==> src/rtl/rxerr_pkg.sv <==
package rxerr_pkg;
  localparam int NFLAG = 3;
  localparam int FLAG_FE  = 0;
  localparam int FLAG_PE  = 1;
  localparam int FLAG_BRK = 2;

  typedef enum logic {
    PT_ENTRY = 1'b0,
    PT_EXIT  = 1'b1
  } acc_point_e;
endpackage

==> src/rtl/rxerr_point_ctl.sv <==
module rxerr_point_ctl
  import rxerr_pkg::*;
(
  input  logic       clk,
  input  logic       rst_n,
  input  logic       cmd_entry,
  input  logic       cmd_exit,
  output acc_point_e point
);
  acc_point_e point_q;

  always_ff @(posedge clk) begin
    if (!rst_n)         point_q <= PT_ENTRY;
    else if (cmd_entry) point_q <= PT_ENTRY;
    else if (cmd_exit)  point_q <= PT_EXIT;
  end

  assign point = point_q;

  p_exit_sel_r8: assert property (@(posedge clk) disable iff (!rst_n)
    (cmd_exit && !cmd_entry) |=> (point == PT_EXIT));
  p_entry_wins_r8: assert property (@(posedge clk) disable iff (!rst_n)
    cmd_entry |=> (point == PT_ENTRY));
endmodule

==> src/rtl/rxerr_accum.sv <==
module rxerr_accum
  import rxerr_pkg::*;
#(
  parameter int W = 3
) (
  input  logic         clk,
  input  logic         rst_n,
  input  logic         en,
  input  acc_point_e   point,
  input  logic         wr_fire,
  input  logic [W-1:0] wr_err,
  input  logic         rd_fire,
  input  logic [W-1:0] rd_err,
  input  logic         clr,
  output logic [W-1:0] acc
);
  logic [W-1:0] qual;
  logic [W-1:0] acc_q;

  for (genvar i = 0; i < W; i++) begin : g_bit
    always_comb begin
      qual[i] = 1'b0;
      if (en) begin
        if (point == PT_ENTRY) qual[i] = wr_fire && wr_err[i];
        else                   qual[i] = rd_fire && rd_err[i];
      end
    end

    always_ff @(posedge clk) begin
      if (!rst_n)       acc_q[i] <= 1'b0;
      else if (clr)     acc_q[i] <= qual[i];
      else if (qual[i]) acc_q[i] <= 1'b1;
    end
  end

  assign acc = acc_q;

  p_sticky_r4: assert property (@(posedge clk) disable iff (!rst_n)
    !clr |=> ((acc & $past(acc)) == $past(acc)));
  p_clear_r7: assert property (@(posedge clk) disable iff (!rst_n)
    (clr && !en) |=> (acc == '0));
  p_keep_new_r7: assert property (@(posedge clk) disable iff (!rst_n)
    (clr && en && point == PT_ENTRY && wr_fire) |=> ((acc & $past(wr_err)) == $past(wr_err)));
  p_idle_char_r9: assert property (@(posedge clk) disable iff (!rst_n)
    (!en && !clr) |=> $stable(acc));
endmodule

==> src/rtl/rxerr_head_view.sv <==
module rxerr_head_view #(
  parameter int W = 3
) (
  input  logic         clk,
  input  logic         rst_n,
  input  logic         head_valid,
  input  logic [W-1:0] head_err,
  output logic [W-1:0] view
);
  logic [W-1:0] view_q;

  always_ff @(posedge clk) begin
    if (!rst_n)          view_q <= '0;
    else if (head_valid) view_q <= head_err;
    else                 view_q <= '0;
  end

  assign view = view_q;

  p_empty_zero_r3: assert property (@(posedge clk) disable iff (!rst_n)
    !head_valid |=> (view == '0));
endmodule

==> src/rtl/rxerr_status.sv <==
module rxerr_status
  import rxerr_pkg::*;
(
  input  logic       clk,
  input  logic       rst_n,
  input  logic       blk_mode,
  input  logic       cmd_entry,
  input  logic       cmd_exit,
  input  logic       cmd_clr,
  input  logic       wr_valid,
  input  logic       wr_ready,
  input  logic [2:0] wr_err,
  input  logic       rd_valid,
  input  logic       rd_ready,
  input  logic       head_valid,
  input  logic [2:0] head_err,
  output logic       stat_fe,
  output logic       stat_pe,
  output logic       stat_brk
);
  logic             wr_fire, rd_fire;
  logic             mode_q;
  acc_point_e       point;
  logic [NFLAG-1:0] acc, view, flags;

  assign wr_fire = wr_valid && wr_ready;
  assign rd_fire = rd_valid && rd_ready;

  always_ff @(posedge clk) begin
    if (!rst_n) mode_q <= 1'b0;
    else        mode_q <= blk_mode;
  end

  rxerr_point_ctl u_point (
    .clk(clk), .rst_n(rst_n),
    .cmd_entry(cmd_entry), .cmd_exit(cmd_exit),
    .point(point)
  );

  rxerr_accum #(.W(NFLAG)) u_accum (
    .clk(clk), .rst_n(rst_n),
    .en(blk_mode), .point(point),
    .wr_fire(wr_fire), .wr_err(wr_err),
    .rd_fire(rd_fire), .rd_err(head_err),
    .clr(cmd_clr), .acc(acc)
  );

  rxerr_head_view #(.W(NFLAG)) u_view (
    .clk(clk), .rst_n(rst_n),
    .head_valid(head_valid), .head_err(head_err),
    .view(view)
  );

  assign flags    = mode_q ? acc : view;
  assign stat_fe  = flags[FLAG_FE];
  assign stat_pe  = flags[FLAG_PE];
  assign stat_brk = flags[FLAG_BRK];

  p_no_count_r6: assert property (@(posedge clk) disable iff (!rst_n)
    (blk_mode && mode_q && !cmd_clr && !wr_fire && !rd_fire)
      |=> ({stat_brk, stat_pe, stat_fe} == $past({stat_brk, stat_pe, stat_fe})));
  p_entry_flag_r4: assert property (@(posedge clk) disable iff (!rst_n)
    (blk_mode && point == PT_ENTRY && wr_fire && wr_err[FLAG_FE]) |=> stat_fe);
endmodule

==> config.mk <==
export PLATFORM = sky130hd
export DESIGN_NAME = rxerr_status
export DESIGN_NICKNAME = d
export VERILOG_FILES = /design/src/rtl/rxerr_pkg.sv /design/src/rtl/rxerr_point_ctl.sv /design/src/rtl/rxerr_accum.sv /design/src/rtl/rxerr_head_view.sv /design/src/rtl/rxerr_status.sv
export SDC_FILE = /design/constraint.sdc
export NUM_CORES = 1
export LEC_CHECK = 0
export ABC_AREA = 0
export BUFFER_PORTS_ARGS = -buffer_cell sky130_fd_sc_hd__buf_2
export CAP_MARGIN = 30
export CELL_PAD_IN_SITES_DETAIL_PLACEMENT = 1
export CELL_PAD_IN_SITES_GLOBAL_PLACEMENT = 1
export CORE_AREA = 10 10 47 49
export DETAILED_ROUTE_END_ITERATION = 12
export DIE_AREA = 0 0 57 59
export PLACE_DENSITY_LB_ADDON = 0.1
export SYNTH_ARGS = -nofsm -noshare
export SYNTH_HDL_FRONTEND = slang
export SYNTH_HIERARCHICAL = 1
export SYNTH_SLANG_ARGS = --single-unit
==> constraint.sdc <==
create_clock -name clk -period 1.03 [get_ports clk]
set_input_delay 0.103 -clock clk [delete_from_list [all_inputs] [get_ports clk]]
set_output_delay 0.103 -clock clk [all_outputs]
set_load 0.01 [all_outputs]
==> impl_metrics.toml <==
[pwr]
fin_total_pwr_w = 0.000643
power_density_nw_per_um2 = 1270
p_leak_nw = 0.239
peakVddDrop_mv = 0.487

[worst_setup_path]
ff2ff_path_depth = 3
path_class = "flop to primary output"
r2r-end = "u_accum/acc[0]"
critPathLaunch = "mode_q"
critical_path.startpoint_type = "flop"
cp.required_ns = 0.93
cp-end-kind = "primary output"
worstPathArrival_ns = 1.04
worstReg2RegStart = "u_point/point"
r2r_slack_ns = 0.14
crit_end = "stat_brk"
cp_max_fo = 3

[grt]
antenna_found_initial = 0
grt_pass1_vias = 400
grt_overflow = 0
grt_pass1_wl_um = 1560
grt_usage_pct = 5.76
grt_max_degree = 10

[placed_design]
post-place-ws_ns = 0.0667
port_buffers = 19
place.gp.congestion = 0.699

[sta]
fin_ws_ns = -0.111
fin_crit_ns = 1.14
rsz0062_at_grt = "true"
tightest_slew_ns = 0.148
skew_ns = 0.00641
whs_ns = 0.0157
timing.fmax_ghz = 0.877
hold_violations = 0
drv_slew = 0
fin_crit_sh_pct = 111
slew_headroom_pct = 90.0
setup_viol = 3

[cts]
cts_num_sinks = 8
path_clk_slew_ns = 0.05
cts_buffers = 3
cts_buffer_depth = 2
h-tree-depth = 1
hold_buffers = 0
tritoncts = "built"
clock_latency_ns = 0.24
clockRootBuffer = "clkbuf_4"

[yosys]
synth_top_area_share_pct = 48.9
yosys.area_share.simple_pct = 29.0
synth_xor_area_share_pct = 0
synthCells = 31
yosys.area_share.adder_pct = 0
avgSynthCellArea_um2 = 10.6
synth.largest_area_cell = "dfxtp_1"
ys_top_cells_by_area = "dfxtp_1 49%, mux2_2 10%, nand3b_1 6.9%"
synth_warnings = 6
synth_compound_area_share_pct = 11.8
synth_fp_nets = 48
syn-cell-area_um2 = 328
yosysUniqueCellTypes = 14
synth_top_family_by_area = "simple AND/OR/NAND/NOR gates"
seq_area_frac_synth_pct = 48.9
ys_ff_latch = 8
synthMuxAreaShare_pct = 10.3

[detailed_routing]
vias = 320
viasPerCell = 4.57
first_pass_iters = 4
met2_length_um = 484
drt-initial-drc-count = 1
detail-route-antenna-nets = 0
met1_length_um = 359
drc_errors = 0
routedWlPerCell_um = 13.9
wl_met3_um = 128
dr.max_layer_used = "met3"
routed_wl_um = 972

[floorplanning]
die_w_um = 57
die_area_um2 = 3360
coreArea_um2 = 1400
die_h_um = 59
start_util_pct = 23.4
rows = 14
io_pins = 20

[run_status]
failed_checks = "negative setup slack"
status = "finished, violations left"

[final_layout]
n_antenna_cell = 0
regArea_um2 = 164
multi_input_area_um2 = 179
n_fill_cell = 177
drive_above_1_share_pct = 51.9
final_cell_mix = "16 x buf_2, 7 x dfxtp_1"
final_nets = 73
area_delta_synth_final_pct = 54.6
mostFrequentLayoutCell = "buf_2"

[run]
drv_cap = 0

[min_path]
hold_class = "primary input to flop"
-- cell usage after synthesis --
library cell  number
nand2_1            1
mux2_2             3
a32oi_1            2
nor3b_2            1
nand3b_1           3
dfxtp_1            8
and2_1             3
and3_1             3
o21ai_0            2
o21ai_1            1
and3b_1            1
a31oi_1            1
nor2_1             1
nor2b_1            1
-- stage by stage --
stage                     setup TNS [ns]  utilization [%]  cells  area, um^2
final                             -0.324             36.2     70         507
after global routing              -0.417             36.2     70         507
after CTS                         -0.371             36.2     70         507
after detailed placement               0             32.1     67         450
after global placement                 0             32.1     67         450
after floorplan                        0                -     31         328
-- sequential cells by signal (all words and copies together) (netlist names) --
signal	cells
u_accum/acc	3
mode_q	1
u_point/point	1
u_view/view	3
-- routing by layer --
layer	vias to the layer above	track usage, %
met3	0	4.51
li1	161	-
met5	-	0
met4	0	2.01
met1	143	4.53
met2	16	10.5
-- critical path, cell delays in order (launching register included) --
cell and delay (ns):
dfxtp_4 0.37, mux2_4 0.30, buf_6 0.12
-- cell type report --
type | count | area share [%]
clock buffer | 3 | 4.44
multi-input combinational | 23 | 35.3
tap | 16 | 3.95
timing repair buffer | 20 | 24.0
sequential | 8 | 32.3
-- how the worst min path moves through the flow --
stage	start	end	slack [ns]	depth (start not counted)
2_1_floorplan	cmd_entry	u_point/point	0.17	1
3_3_place_gp	cmd_entry	u_point/point	0.27	2
3_5_place_dp	cmd_entry	u_point/point	0.27	2
4_1_cts	cmd_entry	u_point/point	0.006	2
5_1_grt	cmd_entry	u_point/point	0.02	2
6_report	cmd_entry	u_point/point	0.02	2
-- cell families (layout without fill, tap and decap cells) --
logic type,Yosys count,after routing
DFF,8,8
AOI/OAI and AO/OA,6,6
and+or+nand+nor,14,14
buffers and inverters,0,23
muxes,3,3
-- repair_timing --
item                                   4_1_cts  5_1_grt
endpoints found under the hold margin        0        0
resized for setup                            8        0
setup endpoints to repair                    3        3
pin swaps                                    0        0
setup buffers                                0        0
-- power by group --
part | internal (W) | switching [W] | total [W]
sequential | 0.000321 | 0.00000784 | 0.000329
clock | 0.000132 | 0.0000921 | 0.000224
combinational | 0.0000559 | 0.0000340 | 0.0000899
total | 0.000509 | 0.000134 | 0.000643
Note: power is estimated with default switching activity, not from simulation.
